<file path="src/rtl/serport_pkg.sv">
package serport_pkg;
  localparam int ADDR_W = 2;

  localparam logic [ADDR_W-1:0] ADDR_DATA = 2'd0;
  localparam logic [ADDR_W-1:0] ADDR_STAT = 2'd1;
  localparam logic [ADDR_W-1:0] ADDR_MASK = 2'd2;

  localparam int BIT_RX  = 0;
  localparam int BIT_TX  = 1;
  localparam int BIT_OVR = 2;

  // control -> datapath strobes
  typedef struct packed {
    logic txLoad;
    logic shift;
  } ctrlStrobe_t;

  // datapath -> control events
  typedef struct packed {
    logic rxDone;
    logic txDone;
  } dpEvent_t;
endpackage

</file>
<file path="src/rtl/serport_dp.sv">
module serport_dp
  import serport_pkg::*;
#(
  parameter int DATA_W = 8
) (
  input  logic              clk,
  input  logic              rstN,
  input  ctrlStrobe_t       strobe,
  input  logic [DATA_W-1:0] txByte,
  input  logic              serIn,
  output logic              serOut,
  output logic [DATA_W-1:0] rxBuf,
  output dpEvent_t          evt
);
  localparam int TXC_W = $clog2(DATA_W + 1);
  localparam int RXC_W = $clog2(DATA_W);
  localparam logic [TXC_W-1:0] TX_FULL = TXC_W'(DATA_W);
  localparam logic [TXC_W-1:0] TX_LAST = TXC_W'(1);
  localparam logic [RXC_W-1:0] RX_LAST = RXC_W'(DATA_W - 1);

  logic [DATA_W-1:0] txShift;
  logic [TXC_W-1:0]  txCnt;
  logic              txBusy;
  logic [DATA_W-2:0] rxShift;
  logic [RXC_W-1:0]  rxCnt;

  assign evt.txDone = strobe.shift && txBusy && (txCnt == TX_LAST) && !strobe.txLoad;
  assign evt.rxDone = strobe.shift && (rxCnt == RX_LAST);
  assign serOut     = txBusy ? txShift[DATA_W-1] : 1'b1;

  // transmit: parallel in, serial out, MSB first
  always_ff @(posedge clk) begin
    if (!rstN) begin
      txShift <= '0;
      txCnt   <= '0;
      txBusy  <= 1'b0;
    end else if (strobe.txLoad) begin
      txShift <= txByte;
      txCnt   <= TX_FULL;
      txBusy  <= 1'b1;
    end else if (strobe.shift && txBusy) begin
      txShift <= {txShift[DATA_W-2:0], 1'b0};
      txCnt   <= txCnt - TX_LAST;
      if (txCnt == TX_LAST) txBusy <= 1'b0;
    end
  end

  // receive: serial in, parallel out
  always_ff @(posedge clk) begin
    if (!rstN) begin
      rxShift <= '0;
      rxCnt   <= '0;
      rxBuf   <= '0;
    end else if (strobe.shift) begin
      rxShift <= {rxShift[DATA_W-3:0], serIn};
      if (rxCnt == RX_LAST) begin
        rxCnt <= '0;
        rxBuf <= {rxShift, serIn};
      end else begin
        rxCnt <= rxCnt + 1'b1;
      end
    end
  end
endmodule

</file>
<file path="src/rtl/serport_ctrl.sv">
module serport_ctrl
  import serport_pkg::*;
#(
  parameter int DATA_W = 8
) (
  input  logic              clk,
  input  logic              rstN,
  input  logic              shiftEn,
  input  logic              wrEn,
  input  logic [ADDR_W-1:0] wrAddr,
  input  logic [2:0]        wrBits,
  input  logic [ADDR_W-1:0] rdAddr,
  input  logic [DATA_W-1:0] rxBuf,
  input  dpEvent_t          evt,
  output ctrlStrobe_t       strobe,
  output logic [DATA_W-1:0] rdData,
  output logic              rxFull,
  output logic              txEmpty,
  output logic              overrun,
  output logic [1:0]        maskBits,
  output logic              irqReq
);
  logic statWr;
  logic clrRx, clrTx, clrOvr;

  assign statWr        = wrEn && (wrAddr == ADDR_STAT);
  assign clrRx         = statWr && wrBits[BIT_RX];
  assign clrTx         = statWr && wrBits[BIT_TX];
  assign clrOvr        = statWr && wrBits[BIT_OVR];
  assign strobe.txLoad = wrEn && (wrAddr == ADDR_DATA);
  assign strobe.shift  = shiftEn;

  // flags: hardware set has priority over processor clear
  always_ff @(posedge clk) begin
    if (!rstN) begin
      rxFull  <= 1'b0;
      txEmpty <= 1'b1;
      overrun <= 1'b0;
    end else begin
      if (evt.rxDone)   rxFull <= 1'b1;
      else if (clrRx)   rxFull <= 1'b0;

      if (evt.txDone)                   txEmpty <= 1'b1;
      else if (clrTx || strobe.txLoad)  txEmpty <= 1'b0;

      if (evt.rxDone && rxFull) overrun <= 1'b1;
      else if (clrOvr)          overrun <= 1'b0;
    end
  end

  always_ff @(posedge clk) begin
    if (!rstN)                              maskBits <= '0;
    else if (wrEn && (wrAddr == ADDR_MASK)) maskBits <= wrBits[1:0];
  end

  assign irqReq = (rxFull & maskBits[BIT_RX]) | (txEmpty & maskBits[BIT_TX]);

  always_comb begin
    rdData = '0;
    case (rdAddr)
      ADDR_DATA: rdData = rxBuf;
      ADDR_STAT: begin
        rdData[BIT_RX]  = rxFull;
        rdData[BIT_TX]  = txEmpty;
        rdData[BIT_OVR] = overrun;
      end
      ADDR_MASK: rdData[1:0] = maskBits;
      default:   rdData = '0;
    endcase
  end
endmodule

</file>
<file path="src/rtl/serial_irq_port.sv">
module serial_irq_port
  import serport_pkg::*;
#(
  parameter int DATA_W = 8
) (
  input  logic              clk,
  input  logic              rstN,
  input  logic              shiftEn,
  input  logic              serIn,
  output logic              serOut,
  input  logic              wrEn,
  input  logic [1:0]        wrAddr,
  input  logic [DATA_W-1:0] wrData,
  input  logic [1:0]        rdAddr,
  output logic [DATA_W-1:0] rdData,
  output logic              irqReq
);
  ctrlStrobe_t       strobe;
  dpEvent_t          dpEvt;
  logic [DATA_W-1:0] rxBuf;
  logic              rxFull, txEmpty, overrun;
  logic [1:0]        maskBits;

  serport_ctrl #(.DATA_W(DATA_W)) u_ctrl (
    .clk(clk), .rstN(rstN), .shiftEn(shiftEn),
    .wrEn(wrEn), .wrAddr(wrAddr), .wrBits(wrData[2:0]),
    .rdAddr(rdAddr), .rxBuf(rxBuf), .evt(dpEvt),
    .strobe(strobe), .rdData(rdData),
    .rxFull(rxFull), .txEmpty(txEmpty), .overrun(overrun),
    .maskBits(maskBits), .irqReq(irqReq)
  );

  serport_dp #(.DATA_W(DATA_W)) u_dp (
    .clk(clk), .rstN(rstN), .strobe(strobe), .txByte(wrData),
    .serIn(serIn), .serOut(serOut), .rxBuf(rxBuf), .evt(dpEvt)
  );
endmodule

</file>
<file path="config.mk">
export PLATFORM = sky130hd
export DESIGN_NAME = serial_irq_port
export DESIGN_NICKNAME = d
export VERILOG_FILES = /design/src/rtl/serport_pkg.sv /design/src/rtl/serport_dp.sv /design/src/rtl/serport_ctrl.sv /design/src/rtl/serial_irq_port.sv
export SDC_FILE = /design/constraint.sdc
export NUM_CORES = 1
export LEC_CHECK = 0
export BUFFER_PORTS_ARGS = -buffer_cell sky130_fd_sc_hd__buf_2
export CAP_MARGIN = 10
export CORE_MARGIN = 1.5
export CORE_UTILIZATION = 50
export DETAILED_ROUTE_END_ITERATION = 16
export GPL_TIMING_DRIVEN = 0
export PLACE_DENSITY = 0.72
export RECOVER_POWER = 25
export SLEW_MARGIN = 0
export SYNTH_ARGS = -nofsm -noshare
export SYNTH_HDL_FRONTEND = slang
export SYNTH_SLANG_ARGS = --single-unit
</file>
<file path="constraint.sdc">
create_clock -name clk -period 3.05 [get_ports clk]
set_input_delay 0.305 -clock clk [delete_from_list [all_inputs] [get_ports clk]]
set_output_delay 0.305 -clock clk [all_outputs]
set_load 0.02 [all_outputs]
</file>
# Word level (Yosys, flattened, before mapping)
# Index checks and enable logic that the tools add are counted.
[word_totals]
register_bits = 36
output_inout_bits = 10
[classes]
n_addsub = 2
n_eq_ne = 6
mux = 16
n_bitwise = 4
reduce_logical = 23
[op_table]
columns = ["op", "n"]
rows = [
  ["8-bit two-way mux", 2],
  ["1-bit logical AND", 11],
  ["1-bit two-way mux", 8],
  ["4-bit two-way mux", 2],
  ["2-bit nonzero test", 4],
  ["2-bit case mux with 3 select lines", 1],
  ["5-bit two-way mux", 1],
  ["2-bit by 1-bit == test with 1-bit output (second input constant)", 2],
  ["2-bit == test (second input constant)", 2],
  ["4-bit by 1-bit == test with 1-bit output (second input constant)", 1],
  ["2-bit zero test", 2],
  ["2-bit AND reduction", 2],
  ["2-bit OR reduction", 2],
  ["4-bit by 1-bit subtractor with 4-bit output (second input constant)", 1],
  ["3-bit by 1-bit adder with 3-bit output (second input constant)", 1],
  ["3-bit == test (second input constant)", 1],
  ["3-bit two-way mux", 1],
  ["1-bit bitwise AND", 2],
  ["1-bit case mux with 2 select lines", 1],
  ["1-bit zero test", 1],
  ["1-bit logical OR", 1],
  ["1-bit inverter", 1],
  ["1-bit bitwise OR", 1],
]

# Longest topological paths before layout
[logic_depth]
word_depth = 5
ltp_mapped = 6
depth_no_buf = 5

# Cells and area by module
# Synthesis repeated with hierarchy kept, for this count alone.
[hier_totals]
hier_cells = 179
hier_area_um2 = 1637.8
[modules_own_cells]
columns = ["module", "n_inst", "cells_per_inst", "area_each_um2", "seq_area_each_um2"]
rows = [
  ["serport_dp", 1, 137, 1313.8, 620.6],
  ["serport_ctrl", 1, 42, 324.1, 100.1],
]

# Worst setup path before layout
# OpenSTA, ideal clock, no wires.
[synth_timing]
path_kind = "input -> output"
start = "input rdAddr[0]"
end = "output rdData[0]"
arrival_time_ns = 1.096
slack_ns = 1.649
path_stages = 3
path_buffers = 1
cell_sequence = "clkbuf_1 mux2i_1 o21ai_0"
[synth_via]
elab_chain_cells = 2
word_cells_on_any_way = 4
cone_classes = "eq/ne: 2; mux: 1; reduce/logical: 1"
[synth_lines]
columns = ["item", "line_no", "source"]
rows = [
  ["from (decl)", "serial_irq_port.sv:14", "input logic [1:0] rdAddr,"],
  ["2-bit == test (tied with other cells)", "serport_ctrl.sv:60", "case (rdAddr)"],
  ["2-bit case mux with 3 select lines (*)", "serport_ctrl.sv:60", ""],
  ["to (decl)", "serial_irq_port.sv:15", "output logic [DATA_W-1:0] rdData,"],
]
# Mark *: on every way between the ends. The rest lies on a longest branch, timed or not.

# Worst setup path in the final report
[layout_timing]
start = "register u_dp.txBusy"
end = "output serOut"
[layout_via]
elab_chain_cells = 1
[layout_lines]
columns = ["item", "line_no", "source"]
rows = [
  ["from (decl)", "serport_dp.sv:23", "logic txBusy;"],
  ["from (signal assigned)", "serport_dp.sv:36", "txBusy <= 1'b0;"],
  ["from (signal assigned)", "serport_dp.sv:40", "txBusy <= 1'b1;"],
  ["from (signal assigned)", "serport_dp.sv:44", "if (txCnt == TX_LAST) txBusy <= 1'b0;"],
  ["1-bit two-way mux", "serport_dp.sv:29", "assign serOut = txBusy ? txShift[DATA_W-1] : 1'b1;"],
  ["to (decl)", "serial_irq_port.sv:10", "output logic serOut,"],
]
# Every way passes these cells.

==> Implementation_results.wiki <==
{| class="wikitable"
! Metric !! Value
|-
| Maximum number of buffers from clock root to sink || 2
|-
| Sequence of cells on the critical path || clkbuf_1 -> nand2b_1 -> buf_2
|-
| Post-synth top flop || sky130_fd_sc_hd__dfxtp_1
|-
| CTS Root Cell || sky130_fd_sc_hd__clkbuf_4
|-
| R2R setup slack || 1.52 ns
|-
| Setup repair after global routing missed its margin || false
|-
| Antenna violations before repair || 0
|-
| Post-layout instance count excluding filler cells || 257
|-
| Fraction of layout cells with a size suffix above 1 || between 15 and 20%
|-
| Maximum number of pins on one net before global-route repair || 12
|-
| Number of enable-type register cells in the synthesized netlist || 0
|-
| Final hold viol count || 0
|-
| CTS clock-pin slew for the worst setup and hold paths || 0.12 ns
|-
| Distinct cell type count of the synthesized netlist || 29
|-
| Shortest period the worst path allows || between 1.5 and 2 ns
|-
| Number of cells traversed by the worst register-to-register path || 6
|-
| Post-synthesis instance total || 181
|-
| Effective utilization at floorplan || 52.0%
|-
| Number of gates given a new drive strength after cts || 0
|-
| Final design area excluding fillers || 1810 sq um
|-
| Status || completed
|-
| Pins over their slew limit || 0
|-
| Top cell family by delay on the critical path || buffers and inverters
|-
| Total congestion overflow after global routing || 0
|-
| Area of the mapped netlist || roughly 1600 sq um
|-
| Count of buffers added by post-CTS timing repair for setup || 0
|-
| Number of global-route vias before repair || 1258
|-
| Wire length after detailed routing || 3300 microns
|-
| Slew margin rel. || 54.2%
|-
| Type of the worst setup path || reg2out
|-
| Total Die Area || 3490 sq um
|-
| Period utilization || 55.7%
|-
| Setup crit end kind || output pin
|-
| Aggregate global-route resource usage || 20.8%
|-
| Count of boundary I/O pins || 27
|-
| Worst Tran Pin Value || 0.688 ns
|-
| Number of rows in the core area || 20
|-
| Highest-delay cell along the critical path || sky130_fd_sc_hd__dfxtp_1
|-
| Startpoint class of the critical path || flop
|-
| Vias || 1374
|-
| Area added between synthesis and finish || 14.9%
|-
| VDD IR max || 0.000308 V
|-
| Clock net sink count || 36
|-
| Final routed DRC violation total || 0
|-
| Die Span Y || about 59 microns
|-
| Count leader, synth || sky130_fd_sc_hd__dfxtp_1
|-
| Number of warnings reported in the yosys synthesis log || 0
|-
| Crit path DAT || 1.39 ns
|-
| TNS Setup || 0 ns
|-
| Mean post-synth cell area || 8.70 sq um
|-
| Hold Path Depth || 2
|-
| Synth area leaders || sky130_fd_sc_hd__dfxtp_1 46%, sky130_fd_sc_hd__mux2i_1 9.5%, sky130_fd_sc_hd__nand2_1 6.9%, sky130_fd_sc_hd__nor2_1 6.2%, sky130_fd_sc_hd__a311oi_1 4.5%
|-
| TritonCTS clock tree || yes
|-
| P per Cell Area || 467 nW/um^2
|-
| Average wire length per cell after detail routing || 12.8 microns
|-
| Total half-perimeter wirelength after legalization and detailed placement || 2380 microns
|-
| Number of hold buffers added after CTS || 0
|-
| Post-synth net total || 202
|-
| Required time worst endpoint || ~2.7 ns
|-
| First-pass GRT wire length || roughly 5400 microns
|-
| Cts bufs inserted || 5
|-
| Total number of H-tree levels || 2
|-
| Delay contributed by the slowest stage of the critical path || 0.42 ns
|-
| Maximum frequency from static timing analysis || 0.589 GHz
|-
| Portion of synthesized cell area occupied by the leading cell type || 45.8%
|-
| Path type of the worst min-delay path || in2reg
|-
| Placed instance count || 249
|-
| Mean number of vias per cell || roughly 5.3
|-
| Final setup violation count || 0
|-
| Remaining antenna violation count || 0
|-
| Most common library cells after synthesis || 36 x sky130_fd_sc_hd__dfxtp_1, 29 x sky130_fd_sc_hd__nand2_1, 26 x sky130_fd_sc_hd__nor2_1, 15 x sky130_fd_sc_hd__mux2i_1, 12 x sky130_fd_sc_hd__a21oi_1
|-
| Die Width || 59.1 microns
|-
| Synthesis-stage register bit count || 36
|-
| Count of antenna diodes in the layout || 0
|-
| Weighted congestion reported at the end of routability-driven placement || 0.705
|-
| Worst clock skew on the final layout || 0.0105 ns
|-
| Least setup slack across all paths after layout || between 1 and 1.5 ns
|-
| Biggest fanout along the worst timing path || 10
|-
| Seq/Total Area, Yosys || a little under half
|-
| Core Util, Final || between 50% and 60%
|-
| Cell type contributing the most total cell area after synthesis || sky130_fd_sc_hd__dfxtp_1
|-
| Post-synthesis async set-or-reset flop share || 0%
|-
| Starting DRT DRC Count || 74
|-
| Worst slack at placement || 1.52 ns
|-
| Worst-Skew Late Latency || approximately 0.34 ns
|-
| Total stage count of the critical path || 3
|-
| CP Buf/Inv Count || 2
|-
| First-pass detailed-route iteration total || 4
|-
| Maximum capacitance violations || 0
|-
| Placed Instance Area || 1750 sq um
|-
| Leakage dissipation || 0.740 nW
|-
| Core box area || just over 3000 sq um
|-
| Final nets || 233
|-
| Number of buffers added on ports || 24
|}
==> layer usage <==
| metal | vias to the layer above | part of all wire, % | global-route usage, % |
|---|---|---|---|
| met2 | 35 | 47 | 35.4 |
| met4 | 0 | 1.8 | 7.14 |
| met3 | 7 | 5.2 | 6.55 |
| met1 | 645 | 46 | 24.8 |
| li1 | 687 | - | - |
| met5 | - | 0 | 0 |
==> worst register-to-register path: stages, from the launching register on <==
cell                       delay, ns
sky130_fd_sc_hd__dfxtp_1        0.34
sky130_fd_sc_hd__ha_1           0.20
sky130_fd_sc_hd__ha_1           0.21
sky130_fd_sc_hd__and2_1         0.16
sky130_fd_sc_hd__clkbuf_1       0.22
sky130_fd_sc_hd__a22oi_1        0.24
sky130_fd_sc_hd__nor2_1         0.05
==> final cells by class <==
cell class / count / area [sq um]
fill: 288 / 1220
multi-input combinational: 131 / 779
sequential: 36 / 721
timing repair buffer: 24 / 119
buffer: 11 / 61.3
tap: 44 / 55.1
clock buffer: 6 / 51.3
inverter: 3 / 11.3
clock inverter: 2 / 10.0
==> state kept, by name, summed over array words and instances, names as in the netlist, 2 cells and up <==
name and cells:
u_ctrl.maskBits 2, u_dp.rxBuf 8, u_dp.rxCnt 3, u_dp.rxShift 7, u_dp.txCnt 4, u_dp.txShift 8
==> path summary, 6_finish.rpt <==
| check | startpoint | to |
|---|---|---|
| setup / recovery | u_dp.txBusy$_SDFFE_PN0P_ | serOut |
| hold reg to reg | u_dp.rxBuf[5]$_SDFFE_PN0P_ | u_dp.rxBuf[5]$_SDFFE_PN0P_ |
| setup reg to reg | u_dp.rxCnt[0]$_SDFFE_PN0P_ | u_ctrl.overrun$_SDFFE_PN0P_ |
| hold / removal | rstN | u_ctrl.txEmpty$_SDFFE_PP1P_ |
==> report_power, final <==
group	switching, mW	leakage [nW]	internal [mW]
Clock	0.158	0.0380	0.110
Sequential	0.0103	0.292	0.484
Combinational	0.0472	0.409	0.0345
==> cell usage in the layout, fill, tap and decap left out, drive strengths merged, types with 2 or more instances in the layout <==
cell,count
nand3,9
and2,6
buf,26
o21ai,4
nand4b,3
mux2i,15
clkinv,2
clkbuf,15
dfxtp,36
nand3b,2
nor2,26
nand2,29
a311oi,8
inv,3
a21oi,12
ha,4
nand2b,2
==> per-stage QoR <==
step / total power [mW] / hold slack, ns
after floorplan: 0.557 / 0.381
after global placement: 0.582 / 0.439
after detailed placement: 0.587 / 0.443
after CTS: 0.849 / 0.171
after global routing: 0.886 / 0.161
final: 0.844 / 0.165
==> cells by family (layout without fill, tap and decap cells) <==
group | count (synthesis) | in the layout | synth area share [%]
AO/OA/AOI/OAI | 29 | 29 | 12.0
flip-flops | 36 | 36 | 45.8
buffers and inverters | 14 | 46 | 4.69
XOR/XNOR | 2 | 2 | 1.11
multiplexers | 15 | 15 | 9.54
AND/OR/NAND/NOR | 81 | 81 | 23.7
adder cells (fa/ha/maj) | 4 | 4 | 3.18
No activity file was read; power rests on OpenSTA's default activity.
